==> src/rtl/i2c_tgt_pkg.sv <==
package i2c_tgt_pkg;

    typedef enum logic [3:0] {
        ST_IDLE,
        ST_DEV,
        ST_DEV_ACK,
        ST_REG,
        ST_REG_ACK,
        ST_WDATA,
        ST_WDATA_ACK,
        ST_RLOAD,
        ST_RWAIT,
        ST_RDATA,
        ST_RACK
    } tgt_state_e;

endpackage

==> src/rtl/i2c_bus_sync.sv <==
module i2c_bus_sync #(
    parameter int SYNC_STAGES = 2
) (
    input  logic clk,
    input  logic rst_n,
    input  logic scl_in,
    input  logic sda_in,
    output logic scl_s,
    output logic sda_s,
    output logic scl_rise,
    output logic scl_fall,
    output logic bus_start,
    output logic bus_stop
);
    localparam int TOP = SYNC_STAGES - 1;

    logic [TOP:0] scl_chain;
    logic [TOP:0] sda_chain;
    logic         scl_prev;
    logic         sda_prev;

    always_ff @(posedge clk) begin
        if (!rst_n) begin
            scl_chain <= '1;
            sda_chain <= '1;
            scl_prev  <= 1'b1;
            sda_prev  <= 1'b1;
        end else begin
            scl_chain <= {scl_chain[TOP-1:0], scl_in};
            sda_chain <= {sda_chain[TOP-1:0], sda_in};
            scl_prev  <= scl_chain[TOP];
            sda_prev  <= sda_chain[TOP];
        end
    end

    assign scl_s     = scl_chain[TOP];
    assign sda_s     = sda_chain[TOP];
    assign scl_rise  = scl_s && !scl_prev;
    assign scl_fall  = !scl_s && scl_prev;
    assign bus_start = scl_s && scl_prev && sda_prev && !sda_s;
    assign bus_stop  = scl_s && scl_prev && !sda_prev && sda_s;

endmodule

==> src/rtl/i2c_reg_pointer.sv <==
module i2c_reg_pointer #(
    parameter int PTR_W = 5
) (
    input  logic             clk,
    input  logic             rst_n,
    input  logic             load,
    input  logic [PTR_W-1:0] load_val,
    input  logic             step,
    output logic [PTR_W-1:0] ptr
);
    localparam logic [PTR_W-1:0] PTR_MAX = '1;

    always_ff @(posedge clk) begin
        if (!rst_n) begin
            ptr <= '0;
        end else if (load) begin
            ptr <= load_val;
        end else if (step) begin
            ptr <= ptr + 1'b1;
        end
    end

    // the pointer wraps from its top value to zero
    assert_ptr_wrap_R7: assert property (@(posedge clk) disable iff (!rst_n)
        (step && !load && ptr == PTR_MAX) |=> (ptr == '0));

endmodule

==> src/rtl/i2c_tgt_ctrl.sv <==
module i2c_tgt_ctrl
    import i2c_tgt_pkg::*;
#(
    parameter logic [6:0] DEV_ID = 7'h68,
    parameter int         PTR_W  = 5,
    parameter int         DATA_W = 8
) (
    input  logic              clk,
    input  logic              rst_n,
    input  logic              scl_s,
    input  logic              sda_s,
    input  logic              scl_rise,
    input  logic              scl_fall,
    input  logic              bus_start,
    input  logic              bus_stop,
    input  logic [PTR_W-1:0]  ptr,
    input  logic [DATA_W-1:0] reg_rdata,
    output logic              ptr_load,
    output logic [PTR_W-1:0]  ptr_load_val,
    output logic              ptr_step,
    output logic              reg_we,
    output logic              reg_re,
    output logic [DATA_W-1:0] reg_wdata,
    output logic              sda_pull
);
    localparam int                CNT_W    = $clog2(DATA_W + 1);
    localparam logic [CNT_W-1:0]  CNT_FULL = CNT_W'(DATA_W);
    localparam logic [CNT_W-1:0]  CNT_LAST = CNT_W'(DATA_W - 1);

    tgt_state_e        state, state_nx;
    logic [DATA_W-1:0] shreg;
    logic [CNT_W-1:0]  bit_cnt;
    logic              master_ack;
    logic              byte_done;
    logic              id_hit;

    assign byte_done = (bit_cnt == CNT_FULL) && scl_fall;
    assign id_hit    = (shreg[DATA_W-1:DATA_W-7] == DEV_ID);

    // state register
    always_ff @(posedge clk) begin
        if (!rst_n) state <= ST_IDLE;
        else        state <= state_nx;
    end

    // next state
    always_comb begin
        state_nx = state;
        if (bus_start) begin
            state_nx = ST_DEV;
        end else if (bus_stop) begin
            state_nx = ST_IDLE;
        end else begin
            unique case (state)
                ST_IDLE:      state_nx = ST_IDLE;
                ST_DEV:       if (byte_done) state_nx = id_hit ? ST_DEV_ACK : ST_IDLE;
                ST_DEV_ACK:   if (scl_fall)  state_nx = shreg[0] ? ST_RLOAD : ST_REG;
                ST_REG:       if (byte_done) state_nx = ST_REG_ACK;
                ST_REG_ACK:   if (scl_fall)  state_nx = ST_WDATA;
                ST_WDATA:     if (byte_done) state_nx = ST_WDATA_ACK;
                ST_WDATA_ACK: if (scl_fall)  state_nx = ST_WDATA;
                ST_RLOAD:     state_nx = ST_RWAIT;
                ST_RWAIT:     state_nx = ST_RDATA;
                ST_RDATA:     if (scl_fall && bit_cnt == CNT_LAST) state_nx = ST_RACK;
                ST_RACK:      if (scl_fall)  state_nx = master_ack ? ST_RLOAD : ST_IDLE;
                default:      state_nx = ST_IDLE;
            endcase
        end
    end

    // datapath: shift register, bit counter, controller acknowledge
    always_ff @(posedge clk) begin
        if (!rst_n) begin
            shreg      <= '0;
            bit_cnt    <= '0;
            master_ack <= 1'b0;
        end else if (bus_start || bus_stop) begin
            bit_cnt <= '0;
        end else begin
            case (state)
                ST_DEV, ST_REG, ST_WDATA: begin
                    if (scl_rise) begin
                        shreg   <= {shreg[DATA_W-2:0], sda_s};
                        bit_cnt <= bit_cnt + 1'b1;
                    end
                end
                ST_DEV_ACK, ST_REG_ACK, ST_WDATA_ACK: bit_cnt <= '0;
                ST_RWAIT: begin
                    shreg   <= reg_rdata;
                    bit_cnt <= '0;
                end
                ST_RDATA: begin
                    if (scl_fall) begin
                        shreg   <= {shreg[DATA_W-2:0], 1'b0};
                        bit_cnt <= bit_cnt + 1'b1;
                    end
                end
                ST_RACK: if (scl_rise) master_ack <= !sda_s;
                default: ;
            endcase
        end
    end

    // outputs
    always_comb begin
        sda_pull = 1'b0;
        reg_we   = 1'b0;
        reg_re   = 1'b0;
        ptr_load = 1'b0;
        ptr_step = 1'b0;
        unique case (state)
            ST_DEV_ACK, ST_REG_ACK, ST_WDATA_ACK: sda_pull = 1'b1;
            ST_REG:   ptr_load = byte_done;
            ST_WDATA: begin
                reg_we   = byte_done;
                ptr_step = byte_done;
            end
            ST_RLOAD: reg_re   = 1'b1;
            ST_RWAIT: ptr_step = 1'b1;
            ST_RDATA: sda_pull = !shreg[DATA_W-1];
            ST_IDLE, ST_DEV, ST_RACK: ;
            default: ;
        endcase
    end

    assign reg_wdata    = shreg;
    assign ptr_load_val = shreg[PTR_W-1:0];

    // a START always leads to address reception
    assert_start_to_dev_R1: assert property (@(posedge clk) disable iff (!rst_n)
        bus_start |=> (state == ST_DEV));

    // a rejected identifier never produces a pull-down
    assert_mismatch_quiet_R2: assert property (@(posedge clk) disable iff (!rst_n)
        (state == ST_DEV && byte_done && !id_hit) |=> !sda_pull);

    // each array write advances the pointer by one
    assert_write_advances_R3: assert property (@(posedge clk) disable iff (!rst_n)
        reg_we |=> (ptr == PTR_W'($past(ptr) + 1'b1)));

    // the pull-down moves only while SCL is low
    assert_sda_scl_low_R10: assert property (@(posedge clk) disable iff (!rst_n)
        (!$stable(sda_pull) && !$past(bus_start) && !$past(bus_stop)) |-> !scl_s);

    // write and read strobes never overlap
    assert_strobe_excl_R11: assert property (@(posedge clk) disable iff (!rst_n)
        $onehot0({reg_we, reg_re}));

endmodule

==> src/rtl/i2c_regfile_target.sv <==
module i2c_regfile_target #(
    parameter logic [6:0] DEV_ID      = 7'h68,
    parameter int         PTR_W       = 5,
    parameter int         DATA_W      = 8,
    parameter int         SYNC_STAGES = 2
) (
    input  logic              clk,
    input  logic              rst_n,
    input  logic              scl_in,
    input  logic              sda_in,
    output logic              sda_pull,
    output logic [PTR_W-1:0]  reg_addr,
    output logic              reg_we,
    output logic [DATA_W-1:0] reg_wdata,
    output logic              reg_re,
    input  logic [DATA_W-1:0] reg_rdata
);
    logic             scl_s, sda_s, scl_rise, scl_fall, bus_start, bus_stop;
    logic             ptr_load, ptr_step;
    logic [PTR_W-1:0] ptr_load_val;
    logic [PTR_W-1:0] ptr;

    i2c_bus_sync #(
        .SYNC_STAGES (SYNC_STAGES)
    ) u_sync (
        .clk       (clk),
        .rst_n     (rst_n),
        .scl_in    (scl_in),
        .sda_in    (sda_in),
        .scl_s     (scl_s),
        .sda_s     (sda_s),
        .scl_rise  (scl_rise),
        .scl_fall  (scl_fall),
        .bus_start (bus_start),
        .bus_stop  (bus_stop)
    );

    i2c_reg_pointer #(
        .PTR_W (PTR_W)
    ) u_ptr (
        .clk      (clk),
        .rst_n    (rst_n),
        .load     (ptr_load),
        .load_val (ptr_load_val),
        .step     (ptr_step),
        .ptr      (ptr)
    );

    i2c_tgt_ctrl #(
        .DEV_ID (DEV_ID),
        .PTR_W  (PTR_W),
        .DATA_W (DATA_W)
    ) u_ctrl (
        .clk          (clk),
        .rst_n        (rst_n),
        .scl_s        (scl_s),
        .sda_s        (sda_s),
        .scl_rise     (scl_rise),
        .scl_fall     (scl_fall),
        .bus_start    (bus_start),
        .bus_stop     (bus_stop),
        .ptr          (ptr),
        .reg_rdata    (reg_rdata),
        .ptr_load     (ptr_load),
        .ptr_load_val (ptr_load_val),
        .ptr_step     (ptr_step),
        .reg_we       (reg_we),
        .reg_re       (reg_re),
        .reg_wdata    (reg_wdata),
        .sda_pull     (sda_pull)
    );

    assign reg_addr = ptr;

endmodule

==> config.mk <==
export PLATFORM = sky130hd
export DESIGN_NAME = i2c_regfile_target
export DESIGN_NICKNAME = d
export VERILOG_FILES = /design/src/rtl/i2c_tgt_pkg.sv /design/src/rtl/i2c_bus_sync.sv /design/src/rtl/i2c_reg_pointer.sv /design/src/rtl/i2c_tgt_ctrl.sv /design/src/rtl/i2c_regfile_target.sv
export SDC_FILE = /design/constraint.sdc
export NUM_CORES = 1
export LEC_CHECK = 0
export BUFFER_PORTS_ARGS = -buffer_cell sky130_fd_sc_hd__buf_2
export CORE_MARGIN = 1.5
export CORE_UTILIZATION = 55
export DETAILED_ROUTE_END_ITERATION = 10
export PLACE_DENSITY_LB_ADDON = 0.08
export REMOVE_ABC_BUFFERS = 1
export SKIP_LAST_GASP = 1
export SLEW_MARGIN = 20
export SYNTH_ARGS = -nofsm -noshare
export SYNTH_HDL_FRONTEND = slang
export SYNTH_SLANG_ARGS = --single-unit
==> constraint.sdc <==
create_clock -name clk -period 2.05 [get_ports clk]
set_clock_uncertainty 0.15 [all_clocks]
set_input_delay 0.41 -clock clk [delete_from_list [all_inputs] [get_ports clk]]
set_output_delay 0.41 -clock clk [all_outputs]
set_load 0.01 [all_outputs]
# [Word-level counts from Yosys, hierarchy flattened]
# Cells that the tools add are included.
# Widths: inputs -> output; s select.
[totals] ff_bits=28 wordCells=98 input_bits=12 output_inout_bits=16
[classes] n_bitwise=2 mux=26 reduce_logical=29 eq_ne=29 n_addsub=2
[ops] cell="$mux 4" count=9
[ops] cell="$pmux 4 s9" count=1
[ops] cell="$ne 4x1->1 const B" count=7
[ops] cell="$pmux 8 s3" count=1
[ops] cell="$eq 4x3->1 const B" count=5
[ops] cell="$eq 4x4->1 const B" count=4
[ops] cell="$mux 8" count=2
[ops] cell="$ne 2x1->1 const B" count=8
[ops] cell="$reduce_and 7->1" count=2
[ops] cell="$pmux 4 s3" count=1
[ops] cell="$mux 5" count=2
[ops] cell="$logic_and 1x1->1" count=9
[ops] cell="$reduce_or 3->1" count=3
[ops] cell="$eq 4x2->1 const B" count=2
[ops] cell="$eq 7x7->1 const B" count=1
[ops] cell="$mux 3" count=2
[ops] cell="$reduce_and 3->1" count=2
[ops] cell="$reduce_bool 3->1" count=2
[ops] cell="$add 5x1->5 const B" count=1
[ops] cell="$logic_not 1->1" count=5
[ops] cell="$mux 1" count=5
[ops] cell="$add 4x1->4 const B" count=1
[ops] cell="$eq 4x1->1 const B" count=1
[ops] cell="$pmux 1 s2" count=2
[ops] cell="8 further kinds" count=10

# [Longest topological paths before layout]
# Gate-level depths: netlist of the first run.
[logic_depth] word_depth=7 mapped_depth=7 depth_no_buf=7

# [Cells and area by module]
# From an unflattened synthesis of the first run, not the netlist that was laid out.
[unflattened] cells_unflattened=189 area_unflattened_um2=1741.7
[modules_own_cells] mod="i2c_tgt_ctrl" area_per_inst_um2=1313.8 instances=1 cells_each=146 seq_area_each_um2=340.3
[modules_own_cells] mod="i2c_reg_pointer" area_per_inst_um2=237.7 instances=1 cells_each=27 seq_area_each_um2=100.1
[modules_own_cells] mod="i2c_bus_sync" area_per_inst_um2=190.2 instances=1 cells_each=16 seq_area_each_um2=120.1

# [Least setup slack after synthesis of the first run]
# Ideal clock, no wire load.
[synth_path] path_kind="reg2out" from="reg u_ctrl.state[0]" to="out reg_we" path_buffers=1 path_slack_ns=0.246 t_required_ns=1.490 path_stages_with_launch=5 arrival_time_ns=1.244 path_cell_list="dfxtp_1 > buf_4 > nand2b_2 > or4_1 > nor2_1"
[synth_between] elab_chain_cells=2
[synth_rtl] element="start: declaration" line="i2c_tgt_ctrl.sv:30" rtl="tgt_state_e state, state_nx;"
[synth_rtl] element="start signal: assignment" line="i2c_tgt_ctrl.sv:43" rtl="else state <= state_nx;"
[synth_rtl] element="$eq 4x3->1" line="i2c_tgt_ctrl.sv:111" rtl="unique case (state)"
[synth_rtl] element="$mux 1" line="i2c_tgt_ctrl.sv:111"
[synth_rtl] element="end: declaration" line="i2c_regfile_target.sv:13" rtl="output logic reg_we,"
# Every way passes these cells.

# [Final worst setup path of the first run]
[layout_path] from="reg u_ctrl.bit_cnt[0]" to="out reg_we"
[layout_between] elab_chain_cells=3
[layout_rtl] element="start: declaration" line="i2c_tgt_ctrl.sv:32" rtl="logic [CNT_W-1:0] bit_cnt;"
[layout_rtl] element="start signal: assignment" line="i2c_tgt_ctrl.sv:84" rtl="bit_cnt <= bit_cnt + 1'b1;"
[layout_rtl] element="start signal: assignment" line="i2c_tgt_ctrl.sv:95" rtl="bit_cnt <= bit_cnt + 1'b1;"
[layout_rtl] element="$eq 4x4->1" line="i2c_tgt_ctrl.sv:37" rtl="assign byte_done = (bit_cnt == CNT_FULL) && scl_fall;"
[layout_rtl] element="$logic_and 1x1->1" line="i2c_tgt_ctrl.sv:37"
[layout_rtl] element="$mux 1" line="i2c_tgt_ctrl.sv:111"
# Every way passes these cells.

==> results, run 1 <==
- The run finished, with violations left.
- The final reports fail on negative setup slack.
- The area added between synthesis and finish is 23.3%.
- Along the worst path, the maximum fanout reaches 2.
- The average vias per placed instance is 5.85.
- The first TritonRoute pass finished after 4 iterations.
- The clock passes through at most 2 buffers.
- Sorting the synthesized cells by area gives the leading types as dfxtp_1, nand2_1, mux2i_1.
- The most common cell in the netlist is nand2_1.
- The worst register-to-register path ends at u_ctrl.state[1].
- The antenna diode count is 0.
- The number of standard-cell rows in the floorplan is 19.
- The DRC violation count after routing is 0.
- The detailed placement HPWL is 2810 um.
- The sequential fraction of the synthesis area is 0.337.
- The floorplan die area is 3370 sq um.
- The data required time at the worst endpoint is 1490 ps.
- The detailed router placed 1,591 vias in this run.
- The worst setup path is captured at an output pin.
- The highest attainable clock frequency is 462 MHz.
- The clock root buffer is clkbuf_4.
- The startpoint-to-endpoint class of the critical path is flop to output pin.
- The source-to-sink clock delay at the later pin of the worst-skew pair is 340 ps.
- The fraction of synthesis flops using an asynchronous set or reset pin is 0.
- The end point of the critical path is reg_we.
- Entering global routing, the biggest net connects 31 pins.
- After synthesis, the mean cell area works out to 8.33 sq um.
- The count of final hold-check violations is 0.
- The post-synthesis cell type count is 48.
- The remaining antenna violation count after routing is 0.
- The count of max-cap constraint violations is 0.
- The worst hold path belongs to the class primary input to flop.
- The warning count from the yosys run is 0.
- Of all cell types, the one taking the most synthesized area is dfxtp_1.
- The share of synthesized area in the top cell type comes to 0.337.
- The clock-pin slew of the registers on the worst-case setup and hold paths is 160 ps.
- TritonCTS built the clock tree.
- The share of the clock period used by the worst path after layout is 1.06.
- Measured along the y axis, the die boundary spans 58.0 um.
- The global placer's final weighted congestion is 0.886.
- STA classifies the critical path startpoint as a flop.
- The worst register-to-register path begins at u_ctrl.bit_cnt[0].
- The overall track demand over capacity in global routing is 0.256.
- The dominant synthesized flop cell is dfxtp_1.
- The minimum setup slack in the final design is -117 ps.
- The share of post-route cells with drive strength above 1 is 0.324.
- The floorplan step set the die width to 58.0 um.
- Subtracting the final worst setup slack from the clock period gives 2170 ps.
- The via count of the first global-routing pass is 1,524.
- The slew at the pin closest to its max-slew limit is 449 ps.
- The post-synthesis cell count is 200.
- For this block, the routed nets add up to 4080 um of wire.
- Counting flops and latches in the post-synthesis netlist gives 28.
- After the first detailed-routing iteration, the DRC count stood at 74.
- Global routing finished with a remaining overflow of 0.
- By count the netlist is led by nand2_1, dfxtp_1, a21oi_1.
- At the end of the flow, the number of nets in the layout was 257.
- The relative slew slack is 0.698.
- Summed over all failing endpoints, the final setup total negative slack is -191 ps.
- The total leakage power is 0.893 nW.
- At the placement stage, the worst setup path has a slack of 183 ps.
- In this run the tool buffered the top-level ports with 27 buffer cells.
- The setup-violating endpoint count in the final report is 2.
- The most critical setup path has its startpoint at u_ctrl.bit_cnt[0].
- Setup repair after global routing could not meet its margin everywhere.
- For the worst flop-to-flop path, the logic depth is 8.
- Setup slack on the worst reg-to-reg path comes out at 70 ps.
- The power per standard cell area is 898 nW/um^2.
- The sink count of the clock tree is 28.
- Hold repair after CTS inserted 0 buffers.
- The wire length of the first global-routing pass is 6710 um.
- The count of final max-slew check failures came to 0.
- The total clock buffers created by CTS is 3.
- The number of top-level design ports is 28.
- The placeable core area is 2810 sq um.
- Data on the critical path arrives at its endpoint at 1610 ps.
- IR analysis of the VDD net gives a maximum drop of 0.629 mV.
- The synthesized cell area is 1670 sq um.
- The starting density of the core is 0.594.
- The initial antenna violation count is 0.
- The detail-routed net length per standard cell is 15.0 um.
- CTS built an H-tree with a depth of 1.
- The number of synthesized flops with an enable pin is 0.
## how the worst min path moves through the flow
stage	depth (start not counted)	slack, ps	startpoint	endpoint
2_1_floorplan	1	240	u_sync.scl_chain[0]	u_sync.scl_chain[1]
3_3_place_gp	1	240	u_sync.scl_chain[0]	u_sync.scl_chain[1]
3_5_place_dp	1	250	u_sync.scl_chain[0]	u_sync.scl_chain[1]
4_1_cts	2	80	scl_in	u_sync.scl_chain[0]
5_1_grt	2	70	scl_in	u_sync.scl_chain[0]
6_report	2	80	scl_in	u_sync.scl_chain[0]
## area by class of cell
class | count | area, sq um
Tap cell | 31 | 38.8
Sequential cell | 28 | 577
Clock inverter | 1 | 30.0
Fill cell | 226 | 752
Inverter | 7 | 26.3
Timing Repair Buffer | 48 | 300
Multi-Input combinational cell | 154 | 1060
Clock buffer | 3 | 22.5
## cells in the final DEF, fill, tap and decap left out, drive strengths merged, types with 2 or more instances in the layout
master and instances:
o21a 3, o21ai 5, nand2 31, a311oi 3
nor4b 3, nand3 8, a211oi 2, mux2i 11
ha 3, nor3b 2, xnor2 2, nand2b 11
a31oi 2, mux2 7, inv 7, o221ai 3
clkbuf 3, o31ai 2, buf 48, dfxtp 28
nor2 11, nor2b 3, a21oi 15, xor2 2
or3 4, a21o 3, nor3 3
## critical path: stages (launching register included)
cell	delay (ps)
dfxtp_2	360
inv_2	70
ha_4	130
nand2_2	60
or4_4	420
nor2_1	100
buf_2	130
## sequential cells by signal, indices dropped and copies added, names as in the netlist
signal             count
u_ctrl.reg_wdata       8
u_ptr.ptr              5
u_ctrl.bit_cnt         4
u_ctrl.state           4
u_sync.scl_chain       2
u_sync.sda_chain       2
u_ctrl.master_ack      1
u_sync.scl_prev        1
u_sync.sda_prev        1
## routing by layer
layer	up-vias	global-route usage	share of wire
li1	804	-	-
met1	736	0.347	0.45
met2	45	0.424	0.49
met3	6	0.0402	0.042
met4	0	0.0698	0.014
met5	-	0	0
## where the power goes
part	leakage (nW)	switching, mW	internal, mW
clock network	0.0279	0.175	0.198
registers	0.230	0.0363	0.598
logic	0.635	0.454	0.382
total	0.893	0.666	1.18
## timing repair
item / in CTS / in global routing
buffers inserted: 7 / 3
resized for setup: 16 / 5
setup endpoints to repair: 2 / 7
pin swaps: 2 / 1
## logic make-up (layout without fill, tap and decap cells)
kind of cell               Yosys count  count (layout)  share of synthesized area
and+or+nand+nor                     82              82                      0.262
AOI/OAI and AO/OA                   47              47                      0.198
adders and majority gates            3               3                     0.0225
DFF                                 28              28                      0.337
xor gates and xnor gates             4               4                     0.0210
buffers and inverters               18              59                     0.0466
muxes                               18              18                      0.113
## metrics by stage
| step | power, mW | instances | area [sq um] | hold WS [ps] | util |
|---|---|---|---|---|---|
| 6_report | 1.84 | 272 | 2050 | 82.2 | 0.732 |
| 3_5_place_dp | 1.31 | 258 | 1870 | 246 | 0.667 |
| 2_1_floorplan | 1.10 | 189 | 1610 | 236 | - |
| 4_1_cts | 1.78 | 269 | 2010 | 80.6 | 0.717 |
| 5_1_grt | 1.94 | 272 | 2050 | 69.2 | 0.732 |
| 3_3_place_gp | 1.30 | 258 | 1870 | 240 | 0.667 |
Note: power is estimated with default switching activity, not from simulation.
==> run 2, diff against run 1 <==
--- a/config.mk
+++ b/config.mk
@@ -7,10 +7,9 @@
 export LEC_CHECK = 0
 export BUFFER_PORTS_ARGS = -buffer_cell sky130_fd_sc_hd__buf_2
 export CORE_MARGIN = 1.5
-export CORE_UTILIZATION = 55
+export CORE_UTILIZATION = 50
 export DETAILED_ROUTE_END_ITERATION = 10
 export PLACE_DENSITY_LB_ADDON = 0.08
-export REMOVE_ABC_BUFFERS = 1
 export SKIP_LAST_GASP = 1
 export SLEW_MARGIN = 20
 export SYNTH_ARGS = -nofsm -noshare
==> constraint.sdc (replaced) <==
create_clock -name clk -period 1.9 [get_ports clk]
set_clock_uncertainty 0.15 [all_clocks]
set_input_delay 0.38 -clock clk [delete_from_list [all_inputs] [get_ports clk]]
set_output_delay 0.38 -clock clk [all_outputs]
set_load 0.01 [all_outputs]
==> run 2 against run 1 <==
Effect of this change:
- the run still ends with negative setup slack left
- critical path type unchanged
- sequential power grew 7.3%
- combinational power grew 19%
- largest cell class unchanged
- sequential cell count is the same
- clock power grew 7.0%
- core utilization shrank 2.0 points
- final area grew 7.6%
- register-to-register slack lost 240 ps
- die area grew 9.5%
- cell count grew 6.6%
- worst hold slack lost 22 ps
- routed wire length grew 5.6%
==> results, run 2 (synthesis gave the netlist of run 1 again) <==
- The peak supply drop came to 0.407 mV (-35%).
- The DRC violation count after routing is 0 (unchanged).
- The initial antenna violation count is 0 (unchanged).
- The total clock buffers created by CTS is 3 (unchanged).
- The number of standard-cell rows in the floorplan is 20 (+1).
- The filler-free cell count of the finished design was 290 (+6.6%).
- Dividing the final minimum period by the clock period gives 1.14.
- The part of the power in combinational logic is 0.480 (+0.027).
- The detailed-router iteration count before antenna repair came to 4 (unchanged).
- The via count of the first global-routing pass was 1,495 (-1.9%).
- Leaving out fill and tap cells, the most frequent cells in the layout are nand2_1, buf_2, buf_4, dfxtp_1, a21oi_1.
- The count of final hold-check violations is 0 (unchanged).
- The slew at the pin closest to its max-slew limit is 429 ps (-19.8 ps).
- The die boundary height is 60.7 um (+4.6%).
- The placeable core area is 3100 sq um (+11%).
- For this design, the slowest cell found on the critical path is or4_4.
- The startpoint-to-endpoint class of the critical path is flop to output pin.
- The source-to-sink clock delay at the later pin of the worst-skew pair came to 330 ps (about the same).
- The share of post-route cells with drive strength above 1 is 0.382 (+0.0585).
- The setup TNS is -1030 ps (-842 ps).
- The hold buffer count at CTS came to 0 (unchanged).
- The number of buffer cells added on primary ports came to 27 (unchanged).
- The depth of the CTS H-tree came to 1 (unchanged).
- Traced cell by cell, the critical path runs through nand2b_4, or4_4, nor2_1, buf_2.
- The total number of vias came to 1,662 (+4.5%).
- The sum of overflow across all layers after global routing is 0 (unchanged).
- The layout filler cell count was 260 (+15%).
- The final design utilization is 0.712 (-0.0202).
- The start point of the worst hold path is scl_in.
- The power per standard cell area was 940 nW/um^2 (+4.7%).
- The finished layout cell area is 2210 sq um (+7.6%).
- The wire length of the first global-routing pass is 6760 um (+0.73%).
- Setup repair after global routing could not meet its margin everywhere.
- The post-placement cell area is 1910 sq um (+2.2%).
- The total leakage power is 0.949 nW (+6.3%).
- The highest attainable clock frequency is 462 MHz.
- The data required time at the worst endpoint is 1370 ps (-120 ps).
- The remaining antenna violation count after routing was 0 (unchanged).
- The final reports fail on negative setup slack.
- The largest fanout on the critical path was 5 (+3).
- The count of final max-slew check failures is 0 (unchanged).
- The placed instance count is 271 (+5.0%).
- The floorplan die area is 3690 sq um (+9.5%).
- The internal power component is 1.31 mW (+11%).
- The nature of the critical path startpoint is a flop.
- The antenna diode count is 0 (unchanged).
- The clock network fraction of design power is 0.193 (-0.010).
- The maximum single-stage delay on the critical path is 500 ps (+80 ps).
- The pin count of the biggest net entering global routing is 31 (unchanged).
- The sink count of the clock tree is 28 (unchanged).
- The detailed placement HPWL came to 2810 um (about the same).
- The class of the worst hold path is primary input to flop.
- Synthesis produced a netlist with a net count of 215.
- The maximum root-to-sink buffer count is 2 (unchanged).
- The clock-pin slew of the registers on the worst-case setup and hold paths came to 160 ps (about the same).
- The number of nets in the finished design is 262 (+1.9%).
- The arrival time at the worst endpoint is 1630 ps (+20 ps).
- The number of cells traversed by the worst hold path was 2 (unchanged).
- The cell count of the worst reg-to-reg path is 9 (+1).
- STA classifies the critical path endpoint as an output pin.
- The global placer's final weighted congestion came to 0.827 (-6.7%).
- The number of DRC markers after the initial detailed-route iteration is 104 (+41%).
- The end point of the worst hold path is u_sync.scl_chain[0].
- The area growth from synthesis to layout is 32.6%.
- The run finished, with violations left.
- The minimum setup slack in the final design is -264 ps (-147 ps).
- The clock tree from TritonCTS is yes.
- The net switching fraction of the power is 0.367 (+0.00654).
- The starting density of the core is 0.537 (-0.0570).
- The tree is rooted in a clkbuf_4.
- The die width is 60.7 um (+4.6%).
- The launch point of the worst reg-to-reg path is u_ctrl.bit_cnt[0].
- The endpoint identified for the worst register-to-register timing path is u_ctrl.state[1].
- Leaving out fill and tap cells, the most frequent cell in the layout is nand2_1.
- The setup-violating endpoint count in the final report was 9 (+7).
- The sequential share of power is 0.328 (-0.016).
- The sum of routed wire length over all layers came to 4310 um (+5.6%).
- The detail-routed net length per standard cell was 14.9 um (-0.92%).
- The number of top-level design ports is 28 (unchanged).
- The register-to-register setup slack is -170 ps (-240 ps).
- The flip-flop count of the largest register, all copies and words added is 8 (unchanged).
- The relative slew slack was 0.712 (+0.0133).
- The reported net switching power is 763 uW (+15%).
- The count of max-cap constraint violations came to 0 (unchanged).
- The average vias per placed instance is 5.73 (-2.0%).
- The overall track demand over capacity in global routing is 0.244 (-0.0112).
- For the finished layout, the period the worst path requires is 2160 ps.
run 2: cell count changes in the layout (fill, tap and decap cells not counted), moves of 2 or more:
cell | previous run | this run
buf_4 | 19 | 21
nand2_1 | 30 | 28
a21o_4 | 0 | 2
nand2_4 | 0 | 2
a21o_1 | 3 | 1
buf_12 | 0 | 2
a21oi_2 | 0 | 2
a21oi_1 | 15 | 13
run 2: power by group through the flow:
stage                     Clock [mW]  Sequential, mW  Combinational, mW
final                          0.400           0.680              0.996
after global routing           0.425           0.684               1.08
after floorplan                    0           0.663              0.578
after CTS                      0.403           0.678              0.906
after global placement             0           0.681              0.747
after detailed placement           0           0.684              0.761
run 2: layer usage:
metal / wire length (um) / global-route usage / share of wire / up-vias
met1: 1820 / 0.309 / 0.42 / 782
met5: 0 / 0 / 0 / -
met3: 198 / 0.0213 / 0.046 / 15
met4: 109 / 0.106 / 0.025 / 0
li1: - / - / - / 808
met2: 2180 / 0.424 / 0.51 / 57
run 2: layout make-up:
cell class	count	area (sq um)	area share
Sequential cell	28	574	0.260
Tap cell	44	55.1	0.0249
Multi-Input combinational cell	154	1130	0.513
Timing Repair Buffer	53	367	0.166
Clock buffer	3	22.5	0.0102
Inverter	7	26.3	0.0119
Clock inverter	1	30.0	0.0136
run 2: worst max path at each step:
stage / startpoint / slack, ps / endpoint
6_report: u_sync.scl_chain[1] / -260 / reg_we
5_1_grt: u_ctrl.bit_cnt[0] / -350 / reg_we
4_1_cts: u_ctrl.state[3] / -230 / reg_we
3_5_place_dp: u_ctrl.bit_cnt[0] / -1 / u_ctrl.state[1]
3_3_place_gp: u_sync.scl_chain[1] / 50 / reg_we
2_1_floorplan: u_ctrl.state[0] / 130 / reg_we
run 2: metrics by stage:
stage / power [mW] / hold slack, ps / worst slack (ps)
floorplan: 1.24 / 236 / 126
global placement: 1.43 / 238 / 46.0
detailed placement: 1.45 / 248 / -1.41
CTS: 1.99 / 56.0 / -229
global route: 2.19 / 45.6 / -346
finish: 2.08 / 59.9 / -264
run 2: worst max-delay path: cells and delay by family (launching register included):
family	cells	cell delay [ps]
simple gates	3	780
buf+inv	1	140
flops	1	380
run 2: what timing repair did:
| action | CTS | global route |
|---|---|---|
| pin swaps | 9 | 6 |
| endpoints found under the setup margin | 4 | 23 |
| gates resized for setup | 20 | 17 |
| hold endpoints to repair | 0 | 0 |
| setup buffers | 11 | 3 |
| gates cloned | 0 | 1 |
